--- config.mk ---
export PLATFORM = sky130hd
export DESIGN_NAME = dma_irq_regs
export DESIGN_NICKNAME = d
export VERILOG_FILES = /design/src/rtl/dma_irq_pkg.sv /design/src/rtl/irq_status_bank.sv /design/src/rtl/acct_counter.sv /design/src/rtl/dma_irq_regs.sv
export SDC_FILE = /design/constraint.sdc
export NUM_CORES = 1
export LEC_CHECK = 0
export ABC_CLOCK_PERIOD_IN_PS = 4100
export CORE_MARGIN = 10
export CORE_UTILIZATION = 35
export CTS_BUF_LIST = sky130_fd_sc_hd__clkbuf_2 sky130_fd_sc_hd__clkbuf_4 sky130_fd_sc_hd__clkbuf_8
export DETAILED_ROUTE_END_ITERATION = 8
export PLACE_DENSITY = 0.65
export SYNTH_ARGS = -nofsm -noshare
export SYNTH_HDL_FRONTEND = slang
export SYNTH_SLANG_ARGS = --single-unit
--- constraint.sdc ---
create_clock -name clk -period 4.1 [get_ports clk]
set_clock_uncertainty 0.15 [all_clocks]
set_input_delay 1.025 -clock clk [delete_from_list [all_inputs] [get_ports clk]]
set_output_delay 1.025 -clock clk [all_outputs]
set_load 0.01 [all_outputs]
--- src/rtl/dma_irq_pkg.sv ---
package dma_irq_pkg;

    localparam int unsigned NUM_EVT          = 12;
    localparam int unsigned BIT_BAD_ACCESS   = 0;
    localparam int unsigned BIT_SRC_DONE     = 1;
    localparam int unsigned BIT_SRC_ACCT_ERR = 4;
    localparam int unsigned NUM_ACCT         = 2;

    typedef enum logic [2:0] {
        SEL_STATUS,
        SEL_MASK,
        SEL_UNMASK,
        SEL_MASKSET,
        SEL_SRC_CNT,
        SEL_DST_CNT,
        SEL_NONE
    } reg_sel_e;

    function automatic reg_sel_e decode_word(input int unsigned idx);
        reg_sel_e s;
        unique case (idx)
            0:       s = SEL_STATUS;
            1:       s = SEL_MASK;
            2:       s = SEL_UNMASK;
            3:       s = SEL_MASKSET;
            4:       s = SEL_SRC_CNT;
            5:       s = SEL_DST_CNT;
            default: s = SEL_NONE;
        endcase
        return s;
    endfunction

endpackage

--- src/rtl/irq_status_bank.sv ---
module irq_status_bank #(
    parameter int unsigned N = 12
) (
    input  logic         clk,
    input  logic         rst_n,
    input  logic [N-1:0] set_i,
    input  logic [N-1:0] clr_i,
    input  logic [N-1:0] unmask_i,
    input  logic [N-1:0] mask_i,
    output logic [N-1:0] status_o,
    output logic [N-1:0] mask_o,
    output logic         irq_o
);

    logic [N-1:0] status_q, status_d;
    logic [N-1:0] mask_q, mask_d;

    // new events override a same-cycle clear
    always_comb begin
        status_d = (status_q & ~clr_i) | set_i;
        mask_d   = (mask_q & ~unmask_i) | mask_i;
    end

    always_ff @(posedge clk) begin
        if (!rst_n) begin
            status_q <= '0;
            mask_q   <= '1;
        end else begin
            status_q <= status_d;
            mask_q   <= mask_d;
        end
    end

    always_comb begin
        status_o = status_q;
        mask_o   = mask_q;
        irq_o    = |(status_q & ~mask_q);
    end

    AST_UNMASKED_EVENT_RAISES_IRQ: assert property (@(posedge clk) disable iff (!rst_n)
        (|(set_i & ~mask_q & ~mask_i)) |=> irq_o);

    for (genvar b = 0; b < N; b++) begin : g_bit_chk
        AST_EVENT_LATCHES: assert property (@(posedge clk) disable iff (!rst_n)
            set_i[b] |=> status_q[b]);
        AST_W1C_CLEARS: assert property (@(posedge clk) disable iff (!rst_n)
            (clr_i[b] && !set_i[b]) |=> !status_q[b]);
        AST_MASKSET_SETS: assert property (@(posedge clk) disable iff (!rst_n)
            mask_i[b] |=> mask_q[b]);
        AST_UNMASK_CLEARS: assert property (@(posedge clk) disable iff (!rst_n)
            (unmask_i[b] && !mask_i[b]) |=> !mask_q[b]);
    end

endmodule

--- src/rtl/acct_counter.sv ---
module acct_counter #(
    parameter int unsigned W = 8
) (
    input  logic         clk,
    input  logic         rst_n,
    input  logic         inc_i,
    input  logic         rd_i,
    output logic [W-1:0] cnt_o,
    output logic         wrap_o
);

    localparam logic [W-1:0] CNT_MAX = '1;
    localparam logic [W-1:0] CNT_ONE = W'(1);

    logic [W-1:0] cnt_q, cnt_d;

    always_comb begin
        if (rd_i)
            cnt_d = inc_i ? CNT_ONE : '0;
        else if (inc_i)
            cnt_d = cnt_q + CNT_ONE;
        else
            cnt_d = cnt_q;
        wrap_o = inc_i && !rd_i && (cnt_q == CNT_MAX);
    end

    always_ff @(posedge clk) begin
        if (!rst_n) cnt_q <= '0;
        else        cnt_q <= cnt_d;
    end

    assign cnt_o = cnt_q;

    AST_CLEAR_ON_READ: assert property (@(posedge clk) disable iff (!rst_n)
        (rd_i && !inc_i) |=> (cnt_q == '0));
    AST_READ_INC_RACE: assert property (@(posedge clk) disable iff (!rst_n)
        (rd_i && inc_i) |=> (cnt_q == CNT_ONE));
    AST_WRAP_TO_ZERO: assert property (@(posedge clk) disable iff (!rst_n)
        wrap_o |=> (cnt_q == '0));
    AST_PLAIN_INC: assert property (@(posedge clk) disable iff (!rst_n)
        (inc_i && !rd_i) |=> (cnt_q == W'($past(cnt_q) + CNT_ONE)));

endmodule

--- src/rtl/dma_irq_regs.sv ---
module dma_irq_regs
    import dma_irq_pkg::*;
#(
    parameter int unsigned ADDR_W = 8,
    parameter int unsigned DATA_W = 32,
    parameter int unsigned CNT_W  = 8
) (
    input  logic               clk,
    input  logic               rst_n,
    input  logic               req_valid,
    input  logic               req_write,
    input  logic [ADDR_W-1:0]  req_addr,
    input  logic [DATA_W-1:0]  req_wdata,
    output logic [DATA_W-1:0]  rsp_rdata,
    input  logic [NUM_EVT-1:0] evt_pulse,
    output logic               irq
);

    localparam int unsigned HI_W = DATA_W - NUM_EVT;

    reg_sel_e             sel;
    logic                 rd_en, wr_en, bad_acc;
    logic [NUM_EVT-1:0]   wbits;
    logic [NUM_EVT-1:0]   set_vec, clr_vec, unmask_vec, maskset_vec;
    logic [NUM_EVT-1:0]   status_vec, mask_vec;
    logic [NUM_ACCT-1:0]  wrap_vec;
    logic [NUM_ACCT-1:0][CNT_W-1:0] cnt_vec;
    logic [DATA_W-1:0]    rd_val, rdata_q;
    logic                 unused_wdata_hi;

    assign sel             = decode_word(int'(req_addr));
    assign rd_en           = req_valid && !req_write;
    assign wr_en           = req_valid && req_write;
    assign bad_acc         = req_valid && (sel == SEL_NONE);
    assign wbits           = req_wdata[NUM_EVT-1:0];
    assign unused_wdata_hi = ^req_wdata[DATA_W-1:DATA_W-HI_W];

    always_comb begin
        clr_vec     = (wr_en && sel == SEL_STATUS)  ? wbits : '0;
        unmask_vec  = (wr_en && sel == SEL_UNMASK)  ? wbits : '0;
        maskset_vec = (wr_en && sel == SEL_MASKSET) ? wbits : '0;
        set_vec     = evt_pulse;
        set_vec[BIT_BAD_ACCESS] = set_vec[BIT_BAD_ACCESS] | bad_acc;
        for (int k = 0; k < NUM_ACCT; k++)
            set_vec[BIT_SRC_ACCT_ERR + k] = set_vec[BIT_SRC_ACCT_ERR + k] | wrap_vec[k];
    end

    irq_status_bank #(.N(NUM_EVT)) u_bank (
        .clk      (clk),
        .rst_n    (rst_n),
        .set_i    (set_vec),
        .clr_i    (clr_vec),
        .unmask_i (unmask_vec),
        .mask_i   (maskset_vec),
        .status_o (status_vec),
        .mask_o   (mask_vec),
        .irq_o    (irq)
    );

    for (genvar k = 0; k < NUM_ACCT; k++) begin : g_acct
        localparam reg_sel_e KSEL = (k == 0) ? SEL_SRC_CNT : SEL_DST_CNT;
        logic rd_k;
        assign rd_k = rd_en && (sel == KSEL);
        acct_counter #(.W(CNT_W)) u_cnt (
            .clk    (clk),
            .rst_n  (rst_n),
            .inc_i  (evt_pulse[BIT_SRC_DONE + k]),
            .rd_i   (rd_k),
            .cnt_o  (cnt_vec[k]),
            .wrap_o (wrap_vec[k])
        );
    end

    always_comb begin
        unique case (sel)
            SEL_STATUS:  rd_val = DATA_W'(status_vec);
            SEL_MASK:    rd_val = DATA_W'(mask_vec);
            SEL_SRC_CNT: rd_val = DATA_W'(cnt_vec[0]);
            SEL_DST_CNT: rd_val = DATA_W'(cnt_vec[1]);
            default:     rd_val = '0;
        endcase
    end

    always_ff @(posedge clk) begin
        if (!rst_n)     rdata_q <= '0;
        else if (rd_en) rdata_q <= rd_val;
    end

    assign rsp_rdata = rdata_q;

    AST_BAD_ADDR_FLAGGED: assert property (@(posedge clk) disable iff (!rst_n)
        bad_acc |=> status_vec[BIT_BAD_ACCESS]);
    AST_BAD_ADDR_READS_ZERO: assert property (@(posedge clk) disable iff (!rst_n)
        (bad_acc && !req_write) |=> (rsp_rdata == '0));
    AST_RDATA_HOLDS: assert property (@(posedge clk) disable iff (!rst_n)
        !rd_en |=> $stable(rsp_rdata));

endmodule

==> results.yml, run 1 <==
global_routing:
  grt_pass1_wl_mm: 11.5
  first_global_vias: 2296
  grt_max_degree: 27
  track_usage: 0.120
  antenna_found_initial: 0
  grt_overflow: 0
critical_path:
  start_kind: "primary input"
  reg2reg_from: "g_acct[0].u_cnt.cnt_o[1]"
  reg2reg_to: "u_bank.status_o[4]"
  rr_worst_depth: 5
  endpoint_kind: "flop"
  cp_slowest_stage_delay_ns: 0.61
  reg2reg_slack_ns: 2.57
  required_ns: 4.14
  slowest_stage: "nand4_1"
  path_class: "primary input to flop"
  arrival_ns: 3.08
  crit_chain: "clkdlybuf4s50_1, nor4_1, nand4_1, o211ai_1, o211ai_1"
  crit_fanout: 14
  crit_top_cell: "o211ai_1"
clock_tree:
  cts.htree.levels: 2
  cts_resized: 0
  cts_setup_buffers: 0
  ctsHoldBuffers: 0
  clk_pin_slew_ns: 0.09
  clock_path_buffers: 2
  numCtsBuffers: 5
  clock_sink_count: 52
  tritoncts: "done"
  clk_latency_ns: 0.31
  root_buffer: "clkbuf_8"
sta:
  relSlewSlack: 0.533
  finalWorstPathRequiredPeriod_ns: 3.04
  whs_ns: 0.334
  worst_slew_pin_slew_ns: 0.691
  tns_ns: 0
  finalHoldViolations: 0
  max_clock_freq_mhz: 329
  rsz0062_at_grt: "no"
  slew_violations: 0
  setup_viol: 0
  fin_ws_ns: 1.06
  fin_crit_sh: 0.741
cells_and_area:
  area_growth_pct: 22.4
  diodes: 0
  final_area_sq_mm: 0.00326
  fin_nets: 424
  final_core_util: 0.445
  drive_above_1_share: 0.0763
  post_layout_nonfiller_instances: 466
synth:
  yosysUniqueCellTypes: 41
  yosys.area.top_type_share: 0.390
  yosys_warnings: 0
  ys_seq_elements: 52
  synth_common_cells: "52 x dfxtp_1, 37 x nand2_1, 32 x nor2_1"
  synth_ff_type: "dfxtp_1"
  synth_cells: 322
  yosysSeqAreaShare: 0.390
  avgSynthCellArea_sq_um: 8.28
  async_flop_share: 0
  yosys.area.top_type: "dfxtp_1"
  syn-cell-area_sq_mm: 0.00267
  synth_area_leaders: "dfxtp_1 39%, buf_4 5.6%, nand2_1 5.2%"
  yosysMostFrequentCell: "dfxtp_1"
  synth_edf_count: 0
floorplan:
  rows: 31
  die_height_um: 107
  die_x_um: 107
  ios: 89
  initial_core_util: 0.364
  core_area_sq_mm: 0.00733
  die-area_sq_mm: 0.0115
route:
  drt_wl_total_mm: 7.19
  vias_per_cell: 5.14
  via_count: 2395
  drtAntennaViolNets: 0
  drt_pass1_iterations: 5
  first_iter_violations: 170
  drc_errors: 0
  post_drt_wl_per_cell_um: 15.4
hold_path:
  hold_depth: 2
  hold_path.class: "flop to flop"
  hold_start: "rsp_rdata[5]"
  whs_endpoint: "rsp_rdata[5]"
pwr:
  power.leakage_nw: 1.30
  totalPowerFinal_mw: 0.979
  vdd_drop_max_v: 0.000129
  power_density_mw_per_mm2: 300
placement:
  portBuffers: 48
  gp_congestion: 0.798
  dp_slack_ns: 0.714
  dpl.cell_count: 458
  dpl-instance-area_sq_mm: 0.00317
  hpwl_mm: 5.53
run:
  maxCapViolCount: 0
outcome:
  outcome: "complete, no violations"
[routing by layer]
layer / part of all wire / global-route usage / vias up
li1: - / - / 1200
met2: 0.46 / 0.189 / 68
met1: 0.46 / 0.157 / 1118
met4: 0.014 / 0.0377 / 0
met5: 0 / 0 / -
met3: 0.070 / 0.0305 / 9
[worst max-delay path, delay by kind of cell]
kind | cells | cell delay [ns]
simple gates | 2 | 1.09
compound gates | 2 | 0.51
buf+inv | 1 | 0.45
[where the power goes]
group	leakage [nW]	switching (mW)	internal, mW
logic	0.820	0.0684	0.0590
clock network	0.0523	0.171	0.151
registers	0.424	0.0117	0.517
total	1.30	0.251	0.728
[cell type report]
class,count,area [sq um]
fill,737,4070
multi-input combinational,232,1400
sequential,52,1040
timing repair buffer,52,510
tap,99,124
clock buffer,8,97.6
inverter,23,86.3
[how the worst max path moves through the flow]
stage	from	endpoint	slack, ns	cells past startpoint
2_1_floorplan	req_addr[3]	u_bank.status_o[4]	1.68	4
3_3_place_gp	req_addr[2]	u_bank.status_o[5]	0.79	5
3_5_place_dp	req_addr[5]	u_bank.status_o[5]	0.71	5
4_1_cts	req_addr[5]	u_bank.status_o[5]	1.06	5
5_1_grt	req_addr[5]	u_bank.mask_o[11]	0.89	5
6_report	req_addr[5]	u_bank.status_o[5]	1.06	5
[kinds of logic after synthesis]
group / synth area share
simple gates: 0.193
compound gates: 0.199
buf+inv: 0.110
flops: 0.390
mux: 0.0573
xor+xnor: 0.0394
fa+ha+maj: 0.00938
other cells: 0.00141
[placed cells by master (no fill, tap or decap), types with 3 or more instances in the layout]
| cell type | count |
|---|---|
| o211ai_1 | 3 |
| a221o_1 | 7 |
| o21ai_0 | 26 |
| nand2_1 | 37 |
| a221oi_1 | 3 |
| nor2_1 | 32 |
| nor3_1 | 12 |
| a21oi_1 | 3 |
| mux2i_1 | 4 |
| nand4_1 | 8 |
| a22oi_1 | 11 |
| conb_1 | 20 |
| and3_1 | 3 |
| mux2_2 | 8 |
| dfxtp_1 | 52 |
| o22ai_1 | 3 |
| a41oi_1 | 9 |
| xnor2_1 | 4 |
| inv_1 | 23 |
| clkdlybuf4s50_1 | 48 |
| buf_4 | 4 |
| a31oi_1 | 12 |
| xor2_1 | 8 |
| clkbuf_8 | 6 |
[registers in the layout, indices dropped and copies added (netlist names)]
| signal | cells |
|---|---|
| rsp_rdata | 12 |
| u_bank.status_o | 12 |
| g_acct.u_cnt.cnt_o | 16 |
| u_bank.mask_o | 12 |
No activity file was read; power rests on OpenSTA's default activity.
==> inputs of run 2 (changes only) <==
Settings changed: ABC_CLOCK_PERIOD_IN_PS 4100 to 2890.
Clock period 4.1 ns to 2.89 ns, I/O delays scaled along.
==> run 2 against run 1 <==
Compared with the run above:
- total power increased by 44%
- combinational power is 46% higher
- sequential power up 42%
- non-clock buffer count increased by 8
- utilization increased by 0.84 points
- sequential share of layout area is 0.59 points lower
- critical path type is now flop to output pin
- wire length fell by 0.82%
- hold slack better by 0.0048 ns
- critical path depth decreased by 1
- cell count rose by 1.3%
- clock power grew 47%
- clock-buffer cell count is 3 lower
==> results.yml, run 2 (synthesis gave the netlist of run 1 again) <==
clock_tree:
  clock_sink_count: 52
  clk_latency_ns: 0.30
  clock_path_buffers: 2
  numCtsBuffers: 5
  cts_setup_buffers: 0
  root_buffer: "clkbuf_8"
  clk_pin_slew_ns: 0.09
  cts_resized: 0
  cts.htree.levels: 2
  ctsHoldBuffers: 0
  tritoncts: "done"
cells_and_area:
  fin_nets: 432
  diodes: 0
  layout_commonest_cell: "dfxtp_1"
  area_growth_pct: 24.7
  drive_above_1_share: 0.0912
  num-fill-cells: 742
  largest_reg_flops: 16
  final_core_util: 0.453
  layout_common_cells: "52 x dfxtp_1, 48 x clkdlybuf4s50_1, 37 x nand2_1"
hold_path:
  hold_start: "rsp_rdata[5]"
  hold_path.class: "flop to flop"
  hold_depth: 2
  whs_endpoint: "rsp_rdata[5]"
route:
  post_drt_wl_per_cell_um: 15.1
  drc_errors: 0
  drt_wl_total_mm: 7.13
  drtAntennaViolNets: 0
  vias_per_cell: 5.14
  first_iter_violations: 202
  via_count: 2426
  drt_pass1_iterations: 5
critical_path:
  start_kind: "flop"
  slowest_stage: "clkdlybuf4s50_1"
  reg2reg_to: "u_bank.status_o[5]"
  crit_chain: "inv_1, a221oi_1, nand3_1, clkdlybuf4s50_1"
  rr_worst_depth: 5
  required_ns: 2.02
  reg2reg_slack_ns: 1.35
  crit_fanout: 3
  path_class: "flop to output pin"
  endpoint_kind: "output pin"
  reg2reg_from: "g_acct[1].u_cnt.cnt_o[1]"
  cp_slowest_stage_delay_ns: 0.51
  arrival_ns: 1.68
pwr:
  power.leakage_nw: 1.33
  power_density_mw_per_mm2: 424
  totalPowerFinal_mw: 1.41
  vdd_drop_max_v: 0.000187
floorplan:
  ios: 89
  die_height_um: 107
  core_area_sq_mm: 0.00733
  initial_core_util: 0.364
  die-area_sq_mm: 0.0115
  die_x_um: 107
  rows: 31
sta:
  setup_viol: 0
  finalHoldViolations: 0
  tns_ns: 0
  rsz0062_at_grt: "no"
  max_clock_freq_mhz: 391
  worst_slew_pin_slew_ns: 0.546
  finalWorstPathRequiredPeriod_ns: 2.56
  relSlewSlack: 0.635
  fin_crit_sh: 0.885
  slew_violations: 0
global_routing:
  antenna_found_initial: 0
  grt_overflow: 0
  track_usage: 0.118
  first_global_vias: 2298
  grt_max_degree: 27
  grt_pass1_wl_mm: 11.3
placement:
  hpwl_mm: 5.64
  portBuffers: 48
  gp_congestion: 0.816
outcome:
  outcome: "complete, no violations"
run:
  maxCapViolCount: 0
run 2: changes by cell type in the layout (fill, tap and decap cells not counted):
| cell | before | now |
|---|---|---|
| buf_4 | 4 | 12 |
| clkbuf_4 | 2 | 0 |
| bufinv_16 | 0 | 1 |
| clkbuf_8 | 6 | 5 |
run 2: worst max-delay path by stage:
stage	cells past startpoint	start	to
after floorplan	4	req_addr[3]	u_bank.status_o[4]
after global placement	5	req_addr[3]	u_bank.status_o[9]
after detailed placement	5	req_addr[3]	u_bank.status_o[9]
after CTS	4	u_bank.mask_o[5]	irq
after global routing	4	u_bank.mask_o[5]	irq
final	4	u_bank.mask_o[5]	irq
run 2: per-layer routing:
| metal | GRT usage | vias up | routed length, um |
|---|---|---|---|
| met1 | 0.151 | 1136 | 3290 |
| met5 | 0 | - | 0 |
| met3 | 0.0323 | 2 | 427 |
| li1 | - | 1218 | - |
| met2 | 0.193 | 70 | 3400 |
| met4 | 0.0271 | 0 | 19 |
run 2: worst max-delay path: cells and delay by family (launching register included):
family	cells	cell delay (ns)
flip-flops	1	0.38
AND/OR/NAND/NOR	1	0.15
buffers and inverters	2	0.56
AO/OA/AOI/OAI	1	0.30
run 2: through the flow:
stage / setup WS, ns / hold WS, ns / area [sq um] / cells
3_5_place_dp: 0.155 / 0.319 / 3230 / 466
4_1_cts: 0.296 / 0.335 / 3320 / 472
5_1_grt: 0.188 / 0.361 / 3320 / 472
2_1_floorplan: 0.769 / 0.317 / 2740 / 341
6_report: 0.333 / 0.338 / 3320 / 472
3_3_place_gp: 0.163 / 0.308 / 3230 / 466
run 2: area by class of cell:
cell class                      count  area [sq um]  area share
Inverter                           23          86.3      0.0260
Sequential cell                    52          1040       0.313
Clock buffer                        5          68.8      0.0207
Timing Repair Buffer               60           571       0.172
Tap cell                           99           124      0.0373
Clock inverter                      1          30.0     0.00903
Multi-Input combinational cell    232          1400       0.422
run 2: where the power goes:
part           switching (mW)  internal [mW]
Combinational          0.0970         0.0876
Sequential             0.0166          0.734
Clock                   0.224          0.249
==> inputs of run 3 (changes only) <==
Settings changed: SKIP_LAST_GASP from default to 1.
==> results of run 3 <==
No change in the layout: final DEF, timing and power equal those of run 2.
